**src/rtl/mac_pkg.sv**
```systemverilog
package mac_pkg;
    typedef enum logic [1:0] {
        ACT_IDLE  = 2'd0,
        ACT_CLEAR = 2'd1,
        ACT_MAC   = 2'd2,
        ACT_POKE  = 2'd3
    } mac_act_e;
endpackage

```
**src/rtl/mac_ctrl.sv**
```systemverilog
module mac_ctrl
    import mac_pkg::*;
(
    input  logic     clk,
    input  logic     rst_n,
    input  logic     acc_go,
    input  logic     acc_clr,
    input  logic     hi_wr,
    input  logic     lo_wr,
    output mac_act_e act
);
    // priority: clear > accumulate > byte poke > idle
    always_comb begin
        if (acc_clr)             act = ACT_CLEAR;
        else if (acc_go)         act = ACT_MAC;
        else if (hi_wr || lo_wr) act = ACT_POKE;
        else                     act = ACT_IDLE;
    end

    assert_clear_first_R4: assert property (@(posedge clk) disable iff (!rst_n)
        acc_clr |-> act == ACT_CLEAR);
    assert_mac_over_poke_R6: assert property (@(posedge clk) disable iff (!rst_n)
        (acc_go && !acc_clr) |-> act == ACT_MAC);
endmodule

```
**src/rtl/mac_window.sv**
```systemverilog
module mac_window #(
    parameter int NBYTES = 5,
    localparam int ACCW = 8 * NBYTES,
    localparam int WINW = $clog2(NBYTES - 1)
) (
    input  logic            clk,
    input  logic            rst_n,
    input  logic            win_wr,
    input  logic [WINW-1:0] win_val,
    input  logic [ACCW-1:0] acc,
    output logic [WINW-1:0] win,
    output logic [7:0]      rd_hi,
    output logic [7:0]      rd_lo
);
    always_ff @(posedge clk or negedge rst_n) begin
        if (!rst_n)      win <= '0;
        else if (win_wr) win <= win_val;
    end

    always_comb begin
        rd_lo = acc[int'(win) * 8 +: 8];
        rd_hi = acc[int'(win) * 8 + 8 +: 8];
    end

    assert_win_hold_R8: assert property (@(posedge clk) disable iff (!rst_n)
        !win_wr |=> $stable(win));
    assert_win_load_R8: assert property (@(posedge clk) disable iff (!rst_n)
        win_wr |=> win == $past(win_val));
endmodule

```
**src/rtl/mac_acc.sv**
```systemverilog
module mac_acc
    import mac_pkg::*;
#(
    parameter int NBYTES = 5,
    localparam int ACCW = 8 * NBYTES,
    localparam int WINW = $clog2(NBYTES - 1)
) (
    input  logic            clk,
    input  logic            rst_n,
    input  mac_act_e        act,
    input  logic [ACCW-1:0] prod_ext,
    input  logic [WINW-1:0] win,
    input  logic            hi_wr,
    input  logic            lo_wr,
    input  logic [7:0]      wr_hi,
    input  logic [7:0]      wr_lo,
    output logic [ACCW-1:0] acc,
    output logic            ovf
);
    logic [ACCW-1:0] sum;
    logic [ACCW-1:0] poked;
    logic            ovf_now;

    assign sum     = acc + prod_ext;
    assign ovf_now = (acc[ACCW-1] == prod_ext[ACCW-1]) && (sum[ACCW-1] != acc[ACCW-1]);

    // per-byte replacement for the port write path
    always_comb begin
        poked = acc;
        for (int i = 0; i < NBYTES; i++) begin
            if (lo_wr && int'(win) == i)     poked[i*8 +: 8] = wr_lo;
            if (hi_wr && int'(win) + 1 == i) poked[i*8 +: 8] = wr_hi;
        end
    end

    always_ff @(posedge clk or negedge rst_n) begin
        if (!rst_n) begin
            acc <= '0;
            ovf <= 1'b0;
        end else begin
            unique case (act)
                ACT_CLEAR: begin
                    acc <= '0;
                    ovf <= 1'b0;
                end
                ACT_MAC: begin
                    acc <= sum;
                    ovf <= ovf | ovf_now;
                end
                ACT_POKE: acc <= poked;
                ACT_IDLE: acc <= acc;
            endcase
        end
    end

    assert_clear_zero_R4: assert property (@(posedge clk) disable iff (!rst_n)
        act == ACT_CLEAR |=> (acc == '0 && !ovf));
    assert_ovf_sticky_R7: assert property (@(posedge clk) disable iff (!rst_n)
        (ovf && act != ACT_CLEAR) |=> ovf);
    assert_mac_add_R2: assert property (@(posedge clk) disable iff (!rst_n)
        act == ACT_MAC |=> acc == $past(acc) + $past(prod_ext));
    assert_idle_hold_R2: assert property (@(posedge clk) disable iff (!rst_n)
        act == ACT_IDLE |=> $stable(acc) && $stable(ovf));
    assert_poke_no_ovf_R5: assert property (@(posedge clk) disable iff (!rst_n)
        act == ACT_POKE |=> $stable(ovf));
endmodule

```
**src/rtl/mac_window_unit.sv**
```systemverilog
module mac_window_unit
    import mac_pkg::*;
#(
    parameter int OPW    = 16,
    parameter int NBYTES = 5,
    localparam int ACCW  = 8 * NBYTES,
    localparam int PRODW = 2 * OPW,
    localparam int WINW  = $clog2(NBYTES - 1)
) (
    input  logic            clk,
    input  logic            rst_n,
    input  logic [OPW-1:0]  op_a,
    input  logic [OPW-1:0]  op_b,
    input  logic            acc_go,
    input  logic            acc_clr,
    input  logic            win_wr,
    input  logic [WINW-1:0] win_val,
    input  logic            hi_wr,
    input  logic            lo_wr,
    input  logic [7:0]      wr_hi,
    input  logic [7:0]      wr_lo,
    output logic [7:0]      rd_hi,
    output logic [7:0]      rd_lo,
    output logic            ovf
);
    mac_act_e        act;
    logic [WINW-1:0] win;
    logic [ACCW-1:0] acc;
    logic [PRODW-1:0] prod;
    logic [ACCW-1:0] prod_ext;

    assign prod     = PRODW'($signed(op_a) * $signed(op_b));
    assign prod_ext = {{(ACCW-PRODW){prod[PRODW-1]}}, prod};

    mac_ctrl u_ctrl (
        .clk(clk), .rst_n(rst_n), .acc_go(acc_go), .acc_clr(acc_clr),
        .hi_wr(hi_wr), .lo_wr(lo_wr), .act(act)
    );

    mac_window #(.NBYTES(NBYTES)) u_win (
        .clk(clk), .rst_n(rst_n), .win_wr(win_wr), .win_val(win_val),
        .acc(acc), .win(win), .rd_hi(rd_hi), .rd_lo(rd_lo)
    );

    mac_acc #(.NBYTES(NBYTES)) u_acc (
        .clk(clk), .rst_n(rst_n), .act(act), .prod_ext(prod_ext), .win(win),
        .hi_wr(hi_wr), .lo_wr(lo_wr), .wr_hi(wr_hi), .wr_lo(wr_lo),
        .acc(acc), .ovf(ovf)
    );
endmodule

```
**config.mk**
```make
export PLATFORM = sky130hd
export DESIGN_NAME = mac_window_unit
export DESIGN_NICKNAME = d
export VERILOG_FILES = /design/src/rtl/mac_pkg.sv /design/src/rtl/mac_ctrl.sv /design/src/rtl/mac_window.sv /design/src/rtl/mac_acc.sv /design/src/rtl/mac_window_unit.sv
export SDC_FILE = /design/constraint.sdc
export NUM_CORES = 1
export LEC_CHECK = 0
export CAP_MARGIN = 10
export CORE_ASPECT_RATIO = 1.2
export CORE_MARGIN = 1
export CORE_UTILIZATION = 40
export DETAILED_ROUTE_END_ITERATION = 16
export DONT_BUFFER_PORTS = 1
export PLACE_DENSITY = 0.62
export SLEW_MARGIN = 20
export SYNTH_ARGS = -nofsm -noshare
export SYNTH_HDL_FRONTEND = slang
export SYNTH_HIERARCHICAL = 1
export SYNTH_SLANG_ARGS = --single-unit
```
**constraint.sdc**
```tcl
create_clock -name clk -period 5.2 [get_ports clk]
set_input_delay 0.78 -clock clk [delete_from_list [all_inputs] [get_ports clk]]
set_output_delay 0.78 -clock clk [all_outputs]
set_load 0.1 [all_outputs]
```
======== Word level (Yosys, flattened, before mapping) ========
Cells that the tools add are included.
storage, ports and cells
  bits in registers ....................... 43
  logic and storage cells ................. 66
  bits of input ports ..................... 57
operators by class
  equal/unequal tests ..................... 17
  bitwise gates (word level) .............. 2
  $mul .................................... 1
  reductions and logical operators ........ 20
  multiplexer cells ....................... 14
  add/subtract/negate cells ............... 3
  shifts and indexed selects .............. 2
operator list
  cell                                             number
  case mux 40 bit (3 select lines)                 1
  two-way mux 8 bit                                9
  == test 32 x 3 -> 1 bit (second input constant)  2
  adder 40 bit                                     1
  indexed part select 40 x 32 -> 8 bit             1
  indexed part select 40 x 6 -> 8 bit              1
  == test 32 x 2 -> 1 bit (second input constant)  1
  == test 32 x 4 -> 1 bit (second input constant)  1
  logical NOT 32 bit                               1
  multiplier 16 x 16 -> 32 bit                     1
  != test 3 x 1 -> 1 bit (second input constant)   4
  logical AND 1 bit                                10
  AND reduction 2 bit                              5
  == test 2 bit (second input constant)            4
  adder 5 x 4 -> 6 bit (second input constant)     1
  two-way mux 2 bit                                3
  == test 2 x 1 -> 1 bit (second input constant)   2
  logical NOT 2 bit                                2
  adder 2 x 1 -> 3 bit (second input constant)     1
  != test 2 x 1 -> 1 bit (second input constant)   1
  case mux 1 bit (2 select lines)                  1
  nonzero test 2 bit                               1
  == test 1 bit                                    1
  logical OR 1 bit                                 1
  3 further kinds                                  3

======== Depth between registers and ports, before layout ========
  word-level depth ........................ 7
  gate-level depth with buffers ........... 33
  gate-level depth less buffers ........... 30

======== Cells and area by module ========
The synthesis kept the hierarchy.
by module, submodules not included
  module           cells each  times used  sequential area each (µm²)  area an instance (µm²)
  mac_window_unit  1085        1           0.0                         9883.2
  mac_acc          549         1           1026.0                      4390.5
  mac_window       24          1           50.0                        519.2
  mac_ctrl         4           1           0.0                         20.0

======== Worst setup path before layout ========
No wires, ideal clock.
  path kind ............................... input port to flip-flop
  start point ............................. input op_a[15]
  end point ............................... register u_acc.acc[39]
  path slack .............................. -3582 ps
  library setup time ...................... 126 ps
  data arrival time ....................... 8656 ps
  path buffers ............................ 2
  stages on the path ...................... 30
  cell sequence ........................... clkbuf_1 -> nand2_1 -> inv_1 -> fa_1 -> fa_1 -> fa_1 -> fa_1 -> fa_1 -> inv_1 -> fa_1 -> inv_1 -> ha_1 -> and2_1 -> a221o_1 -> nor3_1 -> nand3_1 -> a311oi_2 -> o21ai_1 -> xnor2_1 -> ha_1 -> clkbuf_1 -> a21oi_1 -> o211ai_1 -> o211ai_1 -> a21oi_1 -> nor3_1 -> o31a_2 -> xnor2_1 -> mux2_1 -> a221o_1
on the way
  longest elaborated chain between the ends .. 3
RTL lines
  element                           line                   RTL
  start, declared                   mac_window_unit.sv:12  input logic [OPW-1:0] op_a,
  multiplier 16 x 16 -> 32 bit      mac_window_unit.sv:32  assign prod = PRODW'($signed(op_a) * $signed(op_b));
  named net prod[31]                mac_window_unit.sv:29  logic [PRODW-1:0] prod;
  adder 40 bit                      mac_acc.sv:24          assign sum = acc + prod_ext;
  case mux 40 bit (3 select lines)  mac_acc.sv:41          unique case (act)
  end signal, assigned              mac_acc.sv:47          acc <= sum;
  end signal, assigned              mac_acc.sv:50          ACT_POKE: acc <= poked;
  end, declared                     mac_acc.sv:17          output logic [ACCW-1:0] acc,
The timed path passes the listed nets, and every way through them passes these cells.
A chain may end at the register's enable or synchronous reset.

======== Worst setup path in the final report ========
Same ends and word-level chain as after synthesis.

==> flow_summary.yaml <==
synthesis:
  synth_edf_count: 0
  synth_fp_nets: 2106
  avgSynthCellArea_sq_um: 8.91
  yosysSeqAreaShare_pct: 7.26
  syn_area_sq_um: 14800
  synth_cell_types: 91
  synth_seq_cells: 43
  ys.flop_type: "dfrtp_1"
  synth-warning-count: 6
  synth-async-reset-ratio_pct: 100
  syn_inst: 1662
cts:
  cts_tree: "yes"
  ctsRootBufferMaster: "clkbuf_16"
  insertion_delay_ps: 290
  cts.clk_slew.worst_paths_ps: 60
  cts_buffers: 5
  htreeDepth: 2
  clockBufferDepth: 2
  numClockSinks: 43
cells_and_area:
  drive_above_1_share_pct: 29.6
  final_nets: 2320
  diodes: 0
  synthToLayoutAreaGrowth_pct: 28.5
route:
  vias_per_cell: 5.34
  first_pass_iters: 6
  drc: 0
  wirelength_um: 43000
  ant_nets: 0
  via_count: 12500
  wl_per_cell_um: 18.3
  initialDrtViolationCount: 682
sta:
  max_slew_margin_pct: 27.6
  hold_viol_final: 0
  max_freq_mhz: 128
  drv_slew: 0
  finalHoldWorstSlack_ps: 182
  layout_setup_ws_ps: -2620
  min_period_ps: 7820
  clock_skew_ps: 6.86
  rsz0062_at_grt: "true"
  min_period_over_period_pct: 150
  tightest_slew_ps: 1090
  setup_viol: 32
die:
  ios: 74
  fp-row-count: 76
  dieHeight_um: 213
  core_area_sq_um: 36200
  die_x_um: 178
  start_util_pct: 40.9
  die_area_sq_um: 37800
critical_path:
  r2r-start: "u_acc/acc[0]"
  start_kind: "input port"
  rrSetupSlack_ps: 2070
  endpoint: "u_acc/acc[39]"
  critPathArrivalTime_ps: 8000
  cp-end-kind: "flip-flop"
  critPathKind: "in2reg"
  reg2reg_to: "u_acc/acc[36]"
  r2r_cells: 13
  required_ps: 5370
  cp_max_fo: 16
  cp-startpoint: "op_a[15]"
status:
  outcome: "finished with violations"
  violations: "negative setup slack"
global_route:
  grt_max_degree: 44
  antenna_found_initial: 0
  grt_pass1_vias: 13400
  grt_usage_pct: 23.6
  grt-ovfl-total: 0
  grt_pass1_wl_um: 70600
hold_path:
  hold_path_class: "in2async"
placed_design:
  gp_congestion: 0.909
  port_buffers: 0
  place.detailed.hpwl_um: 34500
flow_run:
  cap_violations: 0
[synthesized netlist by cell type (3+ instances only)]
| library cell | count | area, sq um |
|---|---|---|
| nor3_1 | 15 | 75.1 |
| ha_1 | 124 | 1550 |
| xor2_1 | 17 | 149 |
| dfrtp_1 | 43 | 1080 |
| or3_1 | 3 | 18.8 |
| mux2_2 | 20 | 225 |
| buf_6 | 3 | 33.8 |
| o21a_1 | 8 | 60.1 |
| nand2_1 | 174 | 653 |
| a222oi_1 | 6 | 60.1 |
| and3_1 | 10 | 62.6 |
| buf_2 | 9 | 45.0 |
| a21o_1 | 19 | 143 |
| mux4_1 | 12 | 315 |
| fa_1 | 263 | 5270 |
| clkbuf_1 | 47 | 176 |
| a21oi_1 | 87 | 435 |
| nand4_1 | 9 | 56.3 |
| xnor2_1 | 45 | 394 |
| nand2b_1 | 8 | 50.1 |
| nand3b_1 | 5 | 37.5 |
| a21oi_2 | 3 | 26.3 |
| nand3_1 | 23 | 115 |
| o21ba_2 | 4 | 40.0 |
| o22ai_1 | 6 | 37.5 |
| o21ai_1 | 3 | 15.0 |
| o21bai_1 | 9 | 67.6 |
| inv_1 | 311 | 1170 |
| a31oi_1 | 9 | 56.3 |
| and2_1 | 127 | 795 |
| nor2b_1 | 5 | 31.3 |
| nor2_1 | 71 | 267 |
| a32oi_1 | 3 | 26.3 |
| or2_2 | 3 | 18.8 |
| buf_1 | 4 | 15.0 |
| o211ai_1 | 6 | 45.0 |
| o31ai_1 | 5 | 37.5 |
| and4_1 | 4 | 35.0 |
| a22o_1 | 3 | 26.3 |
| o21ai_0 | 45 | 225 |
| a22oi_1 | 20 | 150 |
| mux4_2 | 4 | 90.1 |
| a211oi_1 | 7 | 52.6 |
[final cells by class]
class | instances | area [sq um]
fillers | 3252 | 17200
inverters | 311 | 1170
clock buffers | 8 | 156
repair buffers | 272 | 2210
multi-input cells | 1243 | 13800
flip-flops and latches | 43 | 1080
well taps | 468 | 586
[what timing repair did]
item | 4_1_cts | 5_1_grt
resized for setup | 117 | 142
hold buffers | 0 | 0
pin swaps | 104 | 101
setup buffers | 18 | 25
cloned | 0 | 0
endpoints found under the setup margin | 33 | 34
[state kept, by name, indices dropped and copies added (netlist names)]
name,cells
u_acc/acc,40
u_win/win,2
u_acc/ovf,1
[critical path, stage by stage]
cell and delay [ps]:
and2_4 140, fa_2 670, fa_1 460, fa_1 470
fa_1 510, fa_1 500, inv_1 60, fa_1 480
inv_1 60, ha_4 230, and2_4 160, a221o_1 370
a221oi_2 310, nor3b_4 280, a2111o_2 220, nand2_4 80
a21oi_4 150, ha_4 230, a211oi_2 260, o211ai_1 190
a21oi_2 200, a21oi_1 80, nor3_1 180, o31a_2 190
xnor2_1 120, mux2_1 330, a221o_1 280
[cells by family (layout without fill, tap and decap cells)]
kind of cell | Yosys count | in the layout | synth area share, %
compound gates | 279 | 279 | 12.6
xor+xnor | 62 | 62 | 3.67
fa+ha+maj | 387 | 387 | 46.0
buf+inv | 376 | 591 | 9.89
flops | 43 | 43 | 7.26
mux | 39 | 39 | 4.47
simple gates | 476 | 476 | 16.1
[layer usage]
metal | GRT usage, % | part of all wire, % | routed length [um] | vias to the layer above
met5 | 0 | 0 | 0 | -
li1 | - | - | - | 5794
met1 | 31.0 | 42 | 17900 | 6337
met2 | 41.2 | 50 | 21700 | 327
met3 | 3.01 | 5.4 | 2330 | 70
met4 | 4.98 | 2.4 | 1030 | 0
[cells in the final DEF, fill, tap and decap left out, types with 7 or more instances in the layout]
| master | count |
|---|---|
| xnor2_2 | 16 |
| nand2_4 | 7 |
| fa_2 | 11 |
| inv_1 | 293 |
| fa_1 | 252 |
| ha_4 | 31 |
| nand2_2 | 11 |
| nand2b_1 | 8 |
| a21oi_1 | 62 |
| xor2_1 | 8 |
| mux4_1 | 12 |
| a21oi_4 | 14 |
| o21ai_1 | 20 |
| and2_1 | 112 |
| inv_2 | 16 |
| and3_1 | 9 |
| nand4_1 | 9 |
| nor2_1 | 62 |
| a21o_1 | 19 |
| and2_4 | 16 |
| mux2_2 | 19 |
| a21oi_2 | 14 |
| buf_4 | 226 |
| o21ai_2 | 10 |
| nor3_1 | 9 |
| dfrtp_1 | 43 |
| xnor2_1 | 26 |
| buf_6 | 46 |
| nand3_1 | 19 |
| a22oi_1 | 14 |
| o21ai_0 | 14 |
| o21bai_1 | 7 |
| nand2_1 | 157 |
| xor2_2 | 7 |
| ha_1 | 90 |
[stage by stage]
| stage | worst slack, ps | util [%] | TNS, ps | instances | cell area, sq um |
|---|---|---|---|---|---|
| after floorplan | -2840 | - | -55670 | 1662 | 15600 |
| final | -2620 | 52.5 | -61740 | 2345 | 19000 |
| after global placement | -2970 | 47.9 | -71550 | 2303 | 17300 |
| after global routing | -2940 | 52.5 | -68340 | 2345 | 19000 |
| after detailed placement | -3070 | 47.9 | -73410 | 2303 | 17300 |
| after CTS | -2600 | 50.4 | -58940 | 2326 | 18300 |
[worst min path at each step]
stage | start | to | slack (ps) | depth (start not counted)
2_1_floorplan | rst_n | u_acc/acc[0] | 480 | 0
3_3_place_gp | rst_n | u_acc/acc[35] | 490 | 0
3_5_place_dp | rst_n | u_acc/acc[37] | 490 | 0
4_1_cts | rst_n | u_acc/acc[37] | 180 | 0
5_1_grt | rst_n | u_acc/acc[37] | 180 | 0
6_report | rst_n | u_acc/acc[27] | 180 | 0
Power is left out: the tool's default activity adds up to more than one toggle a clock period on the data nets, which glitch-free logic cannot reach.
